===== src/rtl/rxr_pkg.sv =====
package rxr_pkg;

    localparam int STS_EMPTY = 15;
    localparam int STS_WRAP  = 13;
    localparam int STS_LAST  = 11;
    localparam int STS_LONG  = 5;
    localparam int STS_ALIGN = 4;
    localparam int STS_SHORT = 3;
    localparam int STS_CRC   = 2;
    localparam int STS_OVR   = 1;
    localparam int STS_LCOL  = 0;

    localparam int EVT_FRAME_BIT = 25;

    typedef struct packed {
        logic [15:0] sts;
        logic [15:0] len;
        logic [31:0] addr;
    } rx_desc_t;

    typedef enum logic [2:0] {
        ST_HALT,
        ST_FETCH,
        ST_WAIT,
        ST_READY,
        ST_RECV,
        ST_CLOSE
    } ring_state_e;

    typedef struct packed {
        logic late_coll;
        logic crc;
        logic align;
        logic overrun;
    } rx_side_t;

    typedef struct packed {
        logic     too_long;
        logic     too_short;
        rx_side_t side;
    } rx_err_t;

    function automatic logic [15:0] close_status(input logic [15:0] orig, input rx_err_t e);
        logic [15:0] s;
        s            = orig;
        s[STS_EMPTY] = 1'b0;
        s[STS_LAST]  = 1'b1;
        s[STS_LONG]  = e.too_long;
        s[STS_SHORT] = e.too_short;
        s[STS_ALIGN] = e.side.align;
        s[STS_CRC]   = e.side.crc;
        s[STS_OVR]   = e.side.overrun;
        s[STS_LCOL]  = e.side.late_coll;
        return s;
    endfunction

endpackage


===== src/rtl/rxr_frame_stat.sv =====
module rxr_frame_stat
    import rxr_pkg::*;
#(
    parameter int CNT_W   = 16,
    parameter int BUF_MAX = 1520,
    parameter int FRM_MIN = 64,
    parameter int FRM_MAX = 1518
) (
    input  logic             clk,
    input  logic             rst,
    input  logic             take,
    input  logic             first,
    input  logic             last,
    input  rx_side_t         side,
    output logic [CNT_W-1:0] offset,
    output logic             in_buf,
    output logic [CNT_W-1:0] frm_len,
    output rx_err_t          err
);
    localparam logic [CNT_W-1:0] MIN_L = CNT_W'(FRM_MIN);
    localparam logic [CNT_W-1:0] MAX_L = CNT_W'(FRM_MAX);
    localparam logic [CNT_W-1:0] BUF_L = CNT_W'(BUF_MAX);
    localparam logic [CNT_W-1:0] SAT_L = {CNT_W{1'b1}};

    logic [CNT_W-1:0] cnt_q;
    rx_side_t         side_q;

    always_comb begin
        offset = first ? '0 : cnt_q;
        in_buf = offset < BUF_L;
    end

    always_ff @(posedge clk) begin
        if (rst) begin
            cnt_q  <= '0;
            side_q <= '0;
        end else if (take) begin
            if (first)
                cnt_q <= CNT_W'(1);
            else if (cnt_q != SAT_L)
                cnt_q <= cnt_q + 1'b1;
            if (last)
                side_q <= side;
        end
    end

    always_comb begin
        frm_len       = cnt_q;
        err.too_long  = cnt_q > MAX_L;
        err.too_short = cnt_q < MIN_L;
        err.side      = side_q;
    end

endmodule


===== src/rtl/rxr_evt_regs.sv =====
module rxr_evt_regs #(
    parameter int EVT_W   = 32,
    parameter int SET_BIT = 25
) (
    input  logic             clk,
    input  logic             rst,
    input  logic             set_pulse,
    input  logic             clr_wr,
    input  logic [EVT_W-1:0] clr_bits,
    input  logic             mask_wr,
    input  logic [EVT_W-1:0] mask_bits,
    output logic [EVT_W-1:0] evt_q,
    output logic [EVT_W-1:0] mask_q,
    output logic             irq
);
    for (genvar i = 0; i < EVT_W; i++) begin : g_bit
        logic set_i;
        logic clr_i;
        assign set_i = (i == SET_BIT) ? set_pulse : 1'b0;
        assign clr_i = clr_wr & clr_bits[i];
        always_ff @(posedge clk) begin
            if (rst)
                evt_q[i] <= 1'b0;
            else if (set_i)
                evt_q[i] <= 1'b1;
            else if (clr_i)
                evt_q[i] <= 1'b0;
        end
    end

    always_ff @(posedge clk) begin
        if (rst)
            mask_q <= '0;
        else if (mask_wr)
            mask_q <= mask_bits;
    end

    assign irq = |(evt_q & mask_q);

endmodule


===== src/rtl/rxr_ring_fsm.sv =====
module rxr_ring_fsm
    import rxr_pkg::*;
#(
    parameter int DESC_AW = 4,
    parameter int DROP_W  = 16,
    parameter int CNT_W   = 16
) (
    input  logic               clk,
    input  logic               rst,
    input  logic               rx_valid,
    input  logic               rx_last,
    input  logic               act_wr,
    input  logic [63:0]        dsc_rdata,
    input  logic [15:0]        wb_sts,
    input  logic [CNT_W-1:0]   frm_len,
    output logic               take,
    output logic               first,
    output logic [15:0]        cur_sts,
    output logic [31:0]        buf_base,
    output logic               dsc_req,
    output logic               dsc_we,
    output logic [DESC_AW-1:0] dsc_addr,
    output logic [63:0]        dsc_wdata,
    output logic               close_pulse,
    output logic [DROP_W-1:0]  drop_count
);
    ring_state_e        st_q, st_d;
    logic [DESC_AW-1:0] idx_q;
    logic               mid_q;
    logic               frm_start;
    logic               drop_start;
    rx_desc_t           rd;
    rx_desc_t           wb;

    always_comb begin
        rd         = rx_desc_t'(dsc_rdata);
        frm_start  = rx_valid & ~mid_q;
        first      = frm_start & (st_q == ST_READY);
        take       = first | (rx_valid & (st_q == ST_RECV));
        drop_start = frm_start & (st_q != ST_READY);
    end

    always_comb begin
        st_d = st_q;
        unique case (st_q)
            ST_HALT:  if (act_wr) st_d = ST_FETCH;
            ST_FETCH: st_d = ST_WAIT;
            ST_WAIT:  st_d = rd.sts[STS_EMPTY] ? ST_READY : ST_HALT;
            ST_READY: if (first) st_d = rx_last ? ST_CLOSE : ST_RECV;
            ST_RECV:  if (take && rx_last) st_d = ST_CLOSE;
            ST_CLOSE: st_d = ST_FETCH;
            default:  st_d = ST_HALT;
        endcase
    end

    always_ff @(posedge clk) begin
        if (rst) begin
            st_q       <= ST_HALT;
            idx_q      <= '0;
            mid_q      <= 1'b0;
            cur_sts    <= '0;
            buf_base   <= '0;
            drop_count <= '0;
        end else begin
            st_q <= st_d;
            if (rx_valid)
                mid_q <= ~rx_last;
            if (drop_start)
                drop_count <= drop_count + 1'b1;
            if (st_q == ST_WAIT && rd.sts[STS_EMPTY]) begin
                cur_sts  <= rd.sts;
                buf_base <= rd.addr;
            end
            if (st_q == ST_CLOSE)
                idx_q <= cur_sts[STS_WRAP] ? '0 : idx_q + 1'b1;
        end
    end

    always_comb begin
        wb.sts      = wb_sts;
        wb.len      = 16'(frm_len);
        wb.addr     = buf_base;
        dsc_req     = (st_q == ST_FETCH) | (st_q == ST_CLOSE);
        dsc_we      = (st_q == ST_CLOSE);
        dsc_addr    = idx_q;
        dsc_wdata   = wb;
        close_pulse = (st_q == ST_CLOSE);
    end

endmodule


===== src/rtl/rxring_engine.sv =====
module rxring_engine
    import rxr_pkg::*;
#(
    parameter int DESC_AW = 4,
    parameter int DROP_W  = 16,
    parameter int BUF_MAX = 1520,
    parameter int FRM_MIN = 64,
    parameter int FRM_MAX = 1518
) (
    input  logic               clk,
    input  logic               rst,
    input  logic               rx_valid,
    input  logic [7:0]         rx_data,
    input  logic               rx_last,
    input  logic [3:0]         rx_flags,
    input  logic               act_wr,
    input  logic               evt_wr,
    input  logic [31:0]        evt_wdata,
    input  logic               mask_wr,
    input  logic [31:0]        mask_wdata,
    output logic               dsc_req,
    output logic               dsc_we,
    output logic [DESC_AW-1:0] dsc_addr,
    output logic [63:0]        dsc_wdata,
    input  logic [63:0]        dsc_rdata,
    output logic               buf_we,
    output logic [31:0]        buf_addr,
    output logic [7:0]         buf_wdata,
    output logic [31:0]        evt_q,
    output logic               irq,
    output logic [DROP_W-1:0]  drop_count
);
    localparam int CNT_W = 16;

    logic             take;
    logic             first;
    logic [15:0]      cur_sts;
    logic [15:0]      wb_sts;
    logic [31:0]      buf_base;
    logic [CNT_W-1:0] offset;
    logic [CNT_W-1:0] frm_len;
    logic             in_buf;
    logic             close_pulse;
    logic [31:0]      mask_q;
    rx_err_t          err;

    rxr_ring_fsm #(
        .DESC_AW (DESC_AW),
        .DROP_W  (DROP_W),
        .CNT_W   (CNT_W)
    ) u_fsm (
        .clk         (clk),
        .rst         (rst),
        .rx_valid    (rx_valid),
        .rx_last     (rx_last),
        .act_wr      (act_wr),
        .dsc_rdata   (dsc_rdata),
        .wb_sts      (wb_sts),
        .frm_len     (frm_len),
        .take        (take),
        .first       (first),
        .cur_sts     (cur_sts),
        .buf_base    (buf_base),
        .dsc_req     (dsc_req),
        .dsc_we      (dsc_we),
        .dsc_addr    (dsc_addr),
        .dsc_wdata   (dsc_wdata),
        .close_pulse (close_pulse),
        .drop_count  (drop_count)
    );

    rxr_frame_stat #(
        .CNT_W   (CNT_W),
        .BUF_MAX (BUF_MAX),
        .FRM_MIN (FRM_MIN),
        .FRM_MAX (FRM_MAX)
    ) u_stat (
        .clk     (clk),
        .rst     (rst),
        .take    (take),
        .first   (first),
        .last    (rx_last),
        .side    (rx_side_t'(rx_flags)),
        .offset  (offset),
        .in_buf  (in_buf),
        .frm_len (frm_len),
        .err     (err)
    );

    rxr_evt_regs #(
        .EVT_W   (32),
        .SET_BIT (EVT_FRAME_BIT)
    ) u_evt (
        .clk       (clk),
        .rst       (rst),
        .set_pulse (close_pulse),
        .clr_wr    (evt_wr),
        .clr_bits  (evt_wdata),
        .mask_wr   (mask_wr),
        .mask_bits (mask_wdata),
        .evt_q     (evt_q),
        .mask_q    (mask_q),
        .irq       (irq)
    );

    always_comb begin
        wb_sts    = close_status(cur_sts, err);
        buf_we    = take & in_buf;
        buf_addr  = buf_base + {16'b0, offset};
        buf_wdata = rx_data;
    end

endmodule


===== config.mk =====
export PLATFORM = sky130hd
export DESIGN_NAME = rxring_engine
export DESIGN_NICKNAME = d
export VERILOG_FILES = /design/src/rtl/rxr_pkg.sv /design/src/rtl/rxr_frame_stat.sv /design/src/rtl/rxr_evt_regs.sv /design/src/rtl/rxr_ring_fsm.sv /design/src/rtl/rxring_engine.sv
export SDC_FILE = /design/constraint.sdc
export NUM_CORES = 1
export LEC_CHECK = 0
export CAP_MARGIN = 25
export CELL_PAD_IN_SITES_DETAIL_PLACEMENT = 1
export CELL_PAD_IN_SITES_GLOBAL_PLACEMENT = 2
export CORE_MARGIN = 5
export CORE_UTILIZATION = 21
export DETAILED_ROUTE_END_ITERATION = 8
export PLACE_DENSITY_LB_ADDON = 0.1
export SYNTH_ARGS = -nofsm -noshare
export SYNTH_HDL_FRONTEND = slang
export SYNTH_HIERARCHICAL = 1
export SYNTH_SLANG_ARGS = --single-unit

===== constraint.sdc =====
create_clock -name clk -period 5.4 [get_ports clk]
set_input_delay 1.35 -clock clk [delete_from_list [all_inputs] [get_ports clk]]
set_output_delay 1.35 -clock clk [all_outputs]
set_load 0.005 [all_outputs]

==> results.json <==
{
  "finalCritPeriodShare_pct": 97.11,
  "die_h_um": 176.1,
  "status": "finished clean",
  "synth_cells": 742,
  "crit_end": "buf_addr[31]",
  "reg2reg_slack_ns": 2.38,
  "wl_per_cell_um": 17.58,
  "max_stage_delay_ns": 0.32,
  "routabilityCongestion": 0.7966,
  "grtUsageMet3_pct": 3.790,
  "cts_made_buffers": 9,
  "critPathLaunch": "rx_valid",
  "n_antenna_cell": 0,
  "use_met1_pct": 16.31,
  "hold_viol_final": 0,
  "finalClockSkew_ns": 0.01120,
  "grt-ovfl-total": 0,
  "area_delta_synth_final_pct": 36.51,
  "critPathMaxFanout": 6,
  "critPathLaunchType": "input port",
  "top_usage_layer": "met2",
  "critPathSlowestCell": "ha_1",
  "start_util_pct": 21.43,
  "io_buffers": 172,
  "slew_headroom_pct": 35.87,
  "reg2reg_from": "u_fsm/st_q[0]",
  "fin_ws_ns": 0.1561,
  "grt_max_degree": 60,
  "syn-cell-area_mm2": 0.005792,
  "drtIter0Drc": 204,
  "path_cells": "buf_2 -> nand2b_4 -> nor2_4 -> buf_6 -> nor2b_1 -> ha_1 -> a21o_2 -> a31o_2 -> a221oi_2 -> o21ai_2 -> buf_6 -> buf_4 -> nand3_1 -> xnor2_1 -> clkdlybuf4s15_1",
  "yosysWarningCount": 6,
  "drive_gt1_share_pct": 13.50,
  "fp-row-count": 60,
  "nNetsFinal": 1037,
  "ctsHtreeMaxLevel": 3,
  "cp_common_cell": "buf_6",
  "insertion_delay_ns": 0.35,
  "finalSetupViolCount": 0,
  "utilization_pct": 29.25,
  "rsz0062_at_grt": "no",
  "pre_cts_ws_ns": -0.8286,
  "cp-end-kind": "primary output",
  "required_ns": 4.05,
  "drv_slew": 0,
  "timing.rr.end": "u_stat/frm_len[2]",
  "max_freq_ghz": 0.1907,
  "worst-path-buf-inv": 5,
  "drt-total-wl_um": 21360,
  "arrival_ns": 3.89,
  "cts.sink_count": 86,
  "clk_pin_slew_ns": 0.07,
  "worstMarginPinSlew_ns": 0.9619,
  "finalCriticalPeriod_ns": 5.244,
  "grt_usage_pct": 13.46,
  "core_area_mm2": 0.02703,
  "critPathKind": "input port to primary output",
  "vias": 5474,
  "crit_cells": 15,
  "io_pins": 307,
  "reg2regPathDepth": 9,
  "met2_usage_pct": 22.87,
  "worstHoldPathType": "register to register",
  "antenna_found_initial": 0,
  "drv_cap": 0,
  "ant_nets": 0,
  "first_pass_iters": 4,
  "p_per_area_mw_per_mm2": 194.7,
  "finalPower_mw": 1.539,
  "drc": 0,
  "p_leak_nw": 3.096,
  "cts_tree": "yes",
  "synth.avg_cell_area_um2": 7.806,
  "irDropWorstVdd_uv": 99.22,
  "dp_hpwl_um": 15990,
  "cts_root_buf": "clkbuf_16",
  "vias_per_cell": 4.505,
  "hold_slack_ns": 0.4555,
  "dieArea_mm2": 0.03100,
  "cp_top_family": "compound AO/OA/AOI/OAI gates",
  "clockBufferDepth": 2,
  "die_w_um": 176.1,
  "grt_pass1_wl_um": 33270,
  "grt_pass1_vias": 5841
}
==> layer usage <==
metal	vias up	share of wire, %
met1	2610	44
met3	26	6.2
li1	2701	-
met2	137	48
met5	-	0
met4	0	2.1
==> worst reg2reg max path, cell delays in order, from the launching register on <==
cell and delay, ns:
dfxtp_1 0.48, nand3b_1 0.35, nor2_4 0.35, buf_6 0.16
buf_4 0.23, nand4b_1 0.16, o41ai_2 0.17, buf_4 0.26
or4b_2 0.64, a21oi_1 0.15
==> cell usage in the layout, fill, tap and decap left out, types with 11 or more instances in the layout <==
cell and count:
a21oi_1 81, buf_4 58, clkdlybuf4s50_1 148, conb_1 33, dfxtp_1 86, dlygate4sd2_1 13
ha_1 19, inv_1 13, nand2_1 107, nand3_1 23, nand4_1 11, nor2_1 34
nor2b_1 18, o21ai_0 18, or4_1 16, xnor2_1 22, xor2_1 16
==> stage by stage <==
stage | TNS (ns) | std cells | area (µm²)
floorplan | 0 | 772 | 5907
global placement | -17.57 | 1190 | 7456
detailed placement | -18.23 | 1190 | 7456
CTS | -0.003096 | 1212 | 7885
global route | 0 | 1215 | 7906
finish | 0 | 1215 | 7906
==> cell type report <==
class / count / area, µm²
Sequential cell: 86 / 1722
Tap cell: 341 / 426.7
Clock inverter: 7 / 90.09
Multi-Input combinational cell: 525 / 3236
Timing Repair Buffer: 234 / 2158
Clock buffer: 9 / 225.2
Fill cell: 3205 / 19120
Inverter: 13 / 48.80
==> registers in the layout (all words and copies together) (netlist names), 3 cells and up <==
signal            flops
u_fsm/cur_sts         8
u_stat/frm_len       16
u_fsm/dsc_addr        4
u_stat/err            4
u_fsm/st_q            3
u_fsm/drop_count     16
u_fsm/buf_base       32
==> where the power goes <==
group          switching [mW]  total, mW  internal [mW]
Sequential             0.0177      0.666          0.649
Clock                   0.315      0.685          0.370
Combinational          0.0877      0.187         0.0995
==> worst min-delay path by stage <==
stage	from	to	slack [ns]	cells past startpoint
2_1_floorplan	u_fsm/cur_sts[10]	u_fsm/cur_sts[10]	0.44	2
3_3_place_gp	u_fsm/cur_sts[12]	u_fsm/cur_sts[12]	0.45	2
3_5_place_dp	u_fsm/cur_sts[14]	u_fsm/cur_sts[14]	0.45	2
4_1_cts	u_fsm/cur_sts[14]	u_fsm/cur_sts[14]	0.46	2
5_1_grt	u_fsm/cur_sts[14]	u_fsm/cur_sts[14]	0.49	2
6_report	u_fsm/cur_sts[14]	u_fsm/cur_sts[14]	0.46	2
==> timing repair <==
item | 4_1_cts | 5_1_grt
gates cloned | 2 | 0
resized for setup | 53 | 20
setup endpoints to repair | 28 | 25
pin swaps | 17 | 8
hold buffers | 0 | 0
setup buffers | 4 | 2
(Power assumes the default switching activity.)
